File: config.mk
export PLATFORM = sky130hd
export DESIGN_NAME = gpio_pull_port
export DESIGN_NICKNAME = d
export VERILOG_FILES = /design/src/rtl/gpio_port_pkg.sv /design/src/rtl/gpio_rst_sync.sv /design/src/rtl/gpio_in_sync.sv /design/src/rtl/gpio_regfile.sv /design/src/rtl/gpio_pull_ctrl.sv /design/src/rtl/gpio_pull_port.sv
export SDC_FILE = /design/constraint.sdc
export NUM_CORES = 1
export LEC_CHECK = 0
export BUFFER_PORTS_ARGS = -buffer_cell sky130_fd_sc_hd__buf_4
export CAP_MARGIN = 0
export CORE_MARGIN = 10
export CORE_UTILIZATION = 40
export CTS_CLUSTER_SIZE = 40
export DETAILED_ROUTE_END_ITERATION = 10
export PLACE_DENSITY = 0.68
export SETUP_SLACK_MARGIN = 0.1
export SYNTH_ARGS = -nofsm -noshare
export SYNTH_HDL_FRONTEND = slang
export SYNTH_HIERARCHICAL = 1
export SYNTH_SLANG_ARGS = --single-unit
File: constraint.sdc
create_clock -name clk -period 2.42 [get_ports clk]
set_input_delay 0.363 -clock clk [delete_from_list [all_inputs] [get_ports clk]]
set_output_delay 0.363 -clock clk [all_outputs]
set_load 0.03 [all_outputs]
File: src/rtl/gpio_port_pkg.sv
package gpio_port_pkg;
  localparam int unsigned ADDR_W = 2;
  localparam logic [ADDR_W-1:0] ADDR_DATA  = 2'd0;
  localparam logic [ADDR_W-1:0] ADDR_DIR   = 2'd1;
  localparam logic [ADDR_W-1:0] ADDR_PULLN = 2'd2;

  typedef enum logic [1:0] {
    PULL_NONE     = 2'b00,
    PULL_UP       = 2'b01,
    PULL_DOWN     = 2'b10,
    PULL_NONE_ALT = 2'b11
  } pull_opt_e;
endpackage

File: src/rtl/gpio_rst_sync.sv
module gpio_rst_sync (
  input  logic clk,
  input  logic arst_n,
  output logic rst_n_o
);
  logic [1:0] chain_q;
  logic [1:0] chain_d;

  always_comb chain_d = {chain_q[0], 1'b1};

  always_ff @(posedge clk or negedge arst_n) begin
    if (!arst_n) chain_q <= 2'b00;
    else         chain_q <= chain_d;
  end

  assign rst_n_o = chain_q[1];
endmodule

File: src/rtl/gpio_in_sync.sv
module gpio_in_sync #(
  parameter int unsigned WIDTH = 8
) (
  input  logic             clk,
  input  logic             rst_n,
  input  logic [WIDTH-1:0] d,
  output logic [WIDTH-1:0] q
);
  logic [WIDTH-1:0] stage1_q, stage2_q;
  logic [WIDTH-1:0] stage1_d, stage2_d;

  always_comb begin
    stage1_d = d;
    stage2_d = stage1_q;
  end

  always_ff @(posedge clk or negedge rst_n) begin
    if (!rst_n) begin
      stage1_q <= '0;
      stage2_q <= '0;
    end else begin
      stage1_q <= stage1_d;
      stage2_q <= stage2_d;
    end
  end

  assign q = stage2_q;

  // the second stage always trails the first by exactly one cycle
  a_r8_stage_shift: assert property (@(posedge clk) disable iff (!rst_n)
    1'b1 |=> stage2_q == $past(stage1_q))
    else $error("a_r8_stage_shift");
endmodule

File: src/rtl/gpio_regfile.sv
module gpio_regfile
  import gpio_port_pkg::*;
#(
  parameter int unsigned WIDTH = 8
) (
  input  logic              clk,
  input  logic              rst_n,
  input  logic [ADDR_W-1:0] addr,
  input  logic              wr,
  input  logic              rd,
  input  logic [WIDTH-1:0]  wdata,
  input  logic [WIDTH-1:0]  pin_sync,
  output logic [WIDTH-1:0]  rdata,
  output logic [WIDTH-1:0]  dir_o,
  output logic [WIDTH-1:0]  data_o,
  output logic [WIDTH-1:0]  pulln_o
);
  logic [WIDTH-1:0] data_q, dir_q, pulln_q, rdata_q;
  logic [WIDTH-1:0] rdata_d;
  logic             data_en, dir_en, pulln_en;

  always_comb begin
    data_en  = wr && (addr == ADDR_DATA);
    dir_en   = wr && (addr == ADDR_DIR);
    pulln_en = wr && (addr == ADDR_PULLN);
    unique case (addr)
      ADDR_DATA: rdata_d = (dir_q & data_q) | (~dir_q & pin_sync);
      ADDR_DIR:  rdata_d = dir_q;
      default:   rdata_d = '0;  // pull register is write-only; unmapped reads zero
    endcase
  end

  always_ff @(posedge clk or negedge rst_n) begin
    if (!rst_n) begin
      data_q  <= '0;
      dir_q   <= '0;
      pulln_q <= '0;
      rdata_q <= '0;
    end else begin
      if (data_en)  data_q  <= wdata;
      if (dir_en)   dir_q   <= wdata;
      if (pulln_en) pulln_q <= wdata;
      if (rd)       rdata_q <= rdata_d;
    end
  end

  assign rdata   = rdata_q;
  assign dir_o   = dir_q;
  assign data_o  = data_q;
  assign pulln_o = pulln_q;

  // a direction write lands in the next cycle
  a_r2_dir_load: assert property (@(posedge clk) disable iff (!rst_n)
    (wr && addr == ADDR_DIR) |=> dir_q == $past(wdata))
    else $error("a_r2_dir_load");

  // reading the pull register yields zero
  a_r7_pull_read_zero: assert property (@(posedge clk) disable iff (!rst_n)
    (rd && addr == ADDR_PULLN) |=> rdata_q == '0)
    else $error("a_r7_pull_read_zero");

  // a write to the unmapped address leaves all registers alone
  a_r9_unmapped_write: assert property (@(posedge clk) disable iff (!rst_n)
    (wr && addr == 2'd3) |=> $stable(dir_q) && $stable(data_q) && $stable(pulln_q))
    else $error("a_r9_unmapped_write");
endmodule

File: src/rtl/gpio_pull_ctrl.sv
module gpio_pull_ctrl
  import gpio_port_pkg::*;
#(
  parameter int unsigned WIDTH = 8,
  localparam int unsigned CFG_W = 2 * WIDTH
) (
  input  logic [CFG_W-1:0] cfg,
  input  logic [WIDTH-1:0] dir,
  input  logic [WIDTH-1:0] pulln,
  output logic [WIDTH-1:0] pu_en,
  output logic [WIDTH-1:0] pd_en
);
  for (genvar i = 0; i < WIDTH; i++) begin : g_pin
    pull_opt_e opt;
    assign opt = pull_opt_e'(cfg[2*i +: 2]);

    always_comb begin
      pu_en[i] = (opt == PULL_UP)   && !pulln[i];
      pd_en[i] = (opt == PULL_DOWN) && !pulln[i] && !dir[i];
    end

    always_comb begin
      // a set pull bit silences both devices
      if (pulln[i] == 1'b1)
        a_r6_off_when_set: assert (!pu_en[i] && !pd_en[i])
          else $error("a_r6_off_when_set");
      // an output pin never has its pull-down on
      if (dir[i] == 1'b1)
        a_r5_pd_input_only: assert (!pd_en[i])
          else $error("a_r5_pd_input_only");
    end
  end
endmodule

File: src/rtl/gpio_pull_port.sv
module gpio_pull_port
  import gpio_port_pkg::*;
#(
  parameter int unsigned WIDTH = 8,
  localparam int unsigned CFG_W = 2 * WIDTH
) (
  input  logic              clk,
  input  logic              rst_n,
  input  logic [ADDR_W-1:0] bus_addr,
  input  logic              bus_wr,
  input  logic              bus_rd,
  input  logic [WIDTH-1:0]  bus_wdata,
  output logic [WIDTH-1:0]  bus_rdata,
  input  logic [WIDTH-1:0]  pad_in,
  input  logic [CFG_W-1:0]  pull_cfg,
  output logic [WIDTH-1:0]  pad_oe,
  output logic [WIDTH-1:0]  pad_out,
  output logic [WIDTH-1:0]  pad_pu_en,
  output logic [WIDTH-1:0]  pad_pd_en
);
  logic             rst_sync_n;
  logic [WIDTH-1:0] pin_sync, dir_w, data_w, pulln_w;

  gpio_rst_sync u_rst (
    .clk     (clk),
    .arst_n  (rst_n),
    .rst_n_o (rst_sync_n)
  );

  gpio_in_sync #(.WIDTH(WIDTH)) u_sync (
    .clk   (clk),
    .rst_n (rst_sync_n),
    .d     (pad_in),
    .q     (pin_sync)
  );

  gpio_regfile #(.WIDTH(WIDTH)) u_regs (
    .clk      (clk),
    .rst_n    (rst_sync_n),
    .addr     (bus_addr),
    .wr       (bus_wr),
    .rd       (bus_rd),
    .wdata    (bus_wdata),
    .pin_sync (pin_sync),
    .rdata    (bus_rdata),
    .dir_o    (dir_w),
    .data_o   (data_w),
    .pulln_o  (pulln_w)
  );

  gpio_pull_ctrl #(.WIDTH(WIDTH)) u_pull (
    .cfg   (pull_cfg),
    .dir   (dir_w),
    .pulln (pulln_w),
    .pu_en (pad_pu_en),
    .pd_en (pad_pd_en)
  );

  assign pad_oe  = dir_w;
  assign pad_out = data_w;

  // a pull-up never drops because of a direction write alone
  a_r4_pu_dir_free: assert property (@(posedge clk) disable iff (!rst_sync_n)
    (bus_wr && bus_addr == ADDR_DIR && $stable(pulln_w)) |=> $stable(pad_pu_en))
    else $error("a_r4_pu_dir_free");
endmodule

## After elaboration in Yosys (flattened, before gate mapping)

Index checks and enable logic that the tools add are counted.

- Muxes and demuxes: 1
- Bitwise logic cells: 4
- Reduce and logical (&&, ||, !) cells: 44
- Eq/ne operators: 18

Operators by type and width:

| kind | number |
|---|---|
| 1-bit logical AND | 27 |
| 2-bit by 1-bit == test with 1-bit output, second input constant | 9 |
| 2-bit == test, second input constant | 9 |
| 8-bit AND | 2 |
| 1-bit zero test | 16 |
| 8-bit one-hot mux with 2 select lines | 1 |
| 8-bit inverter | 1 |
| 8-bit OR | 1 |
| 2-bit zero test | 1 |

- Word-level logic and storage cells: 74
- Register bits after elaboration: 50
- Output and inout bits: 40

## Logic depth before layout (Yosys ltp)

- Word-level depth: 4
- Gate-level depth with buffers: 5
- Gate-level depth less buffers: 3

## Hierarchy

The synthesis kept the hierarchy.

By module, submodules not included:

| module | cells each | area an instance (um^2) | instances | sequential area each (um^2) |
|---|---|---|---|---|
| gpio_regfile | 95 | 1342.5 | 1 | 800.8 |
| gpio_in_sync | 16 | 400.4 | 1 | 400.4 |
| gpio_pull_ctrl | 16 | 220.2 | 1 | 0.0 |
| gpio_rst_sync | 3 | 53.8 | 1 | 50.0 |

## Least setup slack after synthesis

No wires, ideal clock.

- Kind: flip-flop to output port
- Start point: register u_regs.dir_q[0], in the netlist u_regs/dir_o[0]
- End point: output port pad_pd_en[0]
- Slack: 0.897 ns
- Required time: 2.057 ns
- Cell stages (with the launch flop): 2
- Arrival: 1.160 ns
- Buffers on the path: 0
- Path through: dfrtp_1 nor4b_2

- Cells in the longest elaborated chain, start to end: 2

RTL lines:

| what | line | RTL |
|---|---|---|
| from (decl) | gpio_regfile.sv:18 | `logic [WIDTH-1:0] data_q, dir_q, pulln_q, rdata_q;` |
| from (signal assigned) | gpio_regfile.sv:41 | `if (dir_en) dir_q <= wdata;` |
| 1-bit zero test | gpio_pull_ctrl.sv:19 | `pd_en[i] = (opt == PULL_DOWN) && !pulln[i] && !dir[i];` |
| 1-bit logical AND | gpio_pull_ctrl.sv:19 |  |
| to (decl) | gpio_pull_port.sv:19 | `output logic [WIDTH-1:0] pad_pd_en` |

Every way passes these cells.

## Worst setup path in the final report

- Start point: register u_regs.pulln_q[0], in the netlist u_regs/pulln_o[0]
- End point: output port pad_pd_en[0]

- Cells in the longest elaborated chain, start to end: 3

RTL lines:

| what | line | RTL |
|---|---|---|
| from (decl) | gpio_regfile.sv:18 |  |
| from (signal assigned) | gpio_regfile.sv:42 | `if (pulln_en) pulln_q <= wdata;` |
| 1-bit zero test | gpio_pull_ctrl.sv:19 |  |
| 1-bit logical AND (2 in series) | gpio_pull_ctrl.sv:19 |  |

Every way passes these cells.

==> results.toml <==
[status]
run_status = "finished, final reports clean"

[sta]
period_share_pct = 67.1
tns_ns = 0
rsz0062_at_grt = "false"
worstMarginPinSlew_ns = 0.996
hold_viol = 0
worst_slack_ns = 0.797
slew-limit-headroom_pct = 33.6
clock.fmax_mhz = 616
skew_ns = 0.0106
setup_viol = 0
fin_hold_ws_ns = 0.156
drv_slew = 0
period_needed_ns = 1.62

[job]
maxCapViolCount = 0

[worst_setup_path]
path_max_fanout = 3
cp_data_required_time_ns = 2.06
worstSetupEndpointType = "output port"
crit_chain = "nor4b_2 -> buf_4"
path_class = "reg -> out"
cpMaxStageDelayCell = "dfrtp_1"
worstSetupStartpointType = "flop"
slowest_delay_ns = 0.42
cp_data_arrival_time_ns = 1.26

[global_route]
grtUsageTotal_pct = 12.6
grt_max_degree = 49
grt_pass1_wl_mm = 8.31
grt_pass1_vias = 1535
grt_overflow_total = 0
antenna_found_initial = 0

[clocking]
ctsResizeCount = 0
cts_buffer_depth = 2
cts_max_level = 2
clk_latency_ns = 0.31
cts.sinks = 50
cts-root-buf = "clkbuf_8"
cts_hold_buf = 1
cts_setup_buffers = 0
clk_pin_slew_ns = 0.09
cts_made_buffers = 5
cts_tree = "built"

[finish]
nNetsFinal = 251
fin_util_pct = 57.6
layout_commonest_cell = "buf_4"
layout_common_cells = "77 x buf_4, 49 x dfrtp_1, 24 x mux2_2, 16 x o21ai_0"
antenna_cells_inserted = 0
fin_area_um2 = 2780
area_delta_synth_final_pct = 37.7
final_layout_size_suffix_gt1_share_pct = 60.3

[pwr]
swShare_pct = 31.4
seqPwrFrac_pct = 48.3
peakVddDrop_mv = 0.443
combPwrFrac_pct = 25.6
clkPwrFrac_pct = 26.0
p_int_mw = 1.50
leakage_nw = 1.28
power_switching_mw = 0.688
cellPowerDensity_nw_per_um2 = 790

[drt]
wirelength_mm = 5.08
drt_pass1_iterations = 4
via_per_inst = 4.86
ant_nets = 0
drc = 0
drt_iter0_markers = 63
wl_per_cell_um = 18.1
vias = 1366

[placed_design]
place_hpwl_mm = 3.89
place_area_um2 = 2660
place_ws_ns = 0.853
io_buffers = 77
place_congestion = 0.710

[floorplanning]
die_w_um = 91.0
core-area_um2 = 4820
fp.dieArea_um2 = 8280
io_pins = 78
rows = 25
dieHeight_um = 91.0
start_util_pct = 41.9

[synth]
synthDistinctLibCells = 13
synth_cells = 130
synthesis.area_um2 = 2020
yosys_register_bits = 50
avgSynthCellArea_um2 = 15.5
syn-num-nets = 168
yosys_warnings = 6
seq_area_frac_synth_pct = 62.0

[hold_path]
holdCritPathClass = "in -> reg"
-- power groups by stage --
stage	registers [mW]	clock network, mW	logic (mW)
2_1_floorplan	1.19	0	0.191
3_3_place_gp	1.07	0	0.556
3_5_place_dp	1.08	0	0.568
4_1_cts	1.06	0.589	0.570
5_1_grt	1.08	0.634	0.595
6_report	1.06	0.571	0.562
-- worst paths after layout --
check / from / end / slack [ns] / cells past startpoint
worst max-delay path: u_regs/pulln_o[0]$_DFFE_PN0P_ / pad_pd_en[0] / 0.80 / 2
min in group asynchronous: rst_n / u_rst/chain_q[0]$_DFF_PN0_ / 0.37 / 2
worst max register to register: u_rst/chain_q[1]$_DFF_PN0_ / u_regs/pulln_o[5]$_DFFE_PN0P_ / 1.37 / 0
worst min register to register: u_sync/stage1_q[3]$_DFF_PN0_ / u_sync/q[3]$_DFF_PN0_ / 0.35 / 0
max in group asynchronous: u_rst/chain_q[1]$_DFF_PN0_ / u_regs/pulln_o[5]$_DFFE_PN0P_ / 1.37 / 0
worst min-delay path: pad_in[6] / u_sync/stage1_q[6]$_DFF_PN0_ / 0.16 / 1
-- critical path: cells and delay by family (launching register included) --
kind	cells	cell delay, ns
and+or+nand+nor	1	0.31
buffers and inverters	1	0.22
DFF	1	0.42
-- cell type report --
cell class / instances / area, um2
Clock buffer: 5 / 68.8
Clock inverter: 3 / 40.0
Fill cell: 425 / 2040
Inverter: 1 / 3.75
Multi-Input combinational cell: 77 / 739
Sequential cell: 50 / 1250
Tap cell: 67 / 83.8
Timing Repair Buffer: 78 / 588
-- synthesized netlist by cell type --
library cell,instances,area (um2)
clkinv_1,1,3.75
nor3b_2,8,100
nor2_1,1,3.75
nand3b_2,2,22.5
dfrtp_1,50,1250
conb_1,1,3.75
mux2_2,24,270
buf_6,2,22.5
nand2b_1,8,50.1
nor4b_2,8,120
o21ai_0,16,80.1
nor3b_4,1,18.8
a22o_1,8,70.1
-- routing by layer --
| layer | up-vias | global-route usage (%) | part of all wire, % |
|---|---|---|---|
| li1 | 641 | - | - |
| met1 | 673 | 15.3 | 43 |
| met2 | 45 | 19.7 | 49 |
| met3 | 7 | 5.19 | 6.5 |
| met4 | 0 | 4.31 | 1.4 |
| met5 | - | 0 | 0 |
-- cell families (layout without fill, tap and decap cells) --
group,Yosys count,in the layout,synth area share [%]
AO/OA/AOI/OAI,24,24,7.44
other,1,1,0.186
buffers and inverters,3,87,1.30
multiplexers,24,24,13.4
AND/OR/NAND/NOR,28,28,15.6
flip-flops,50,50,62.0
-- registers in the layout (all words and copies together) (netlist names) --
| register | flops |
|---|---|
| u_rst/chain_q | 2 |
| u_regs/dir_o | 8 |
| u_regs/data_o | 8 |
| u_sync/q | 8 |
| u_regs/pulln_o | 8 |
| u_sync/stage1_q | 8 |
| u_regs/rdata | 8 |
-- through the flow --
stage,total power [mW],std cells
after floorplan,1.38,130
after global placement,1.63,272
after detailed placement,1.65,272
after CTS,2.22,281
after global routing,2.31,281
final,2.19,281
No activity file was read; power rests on OpenSTA's default activity.
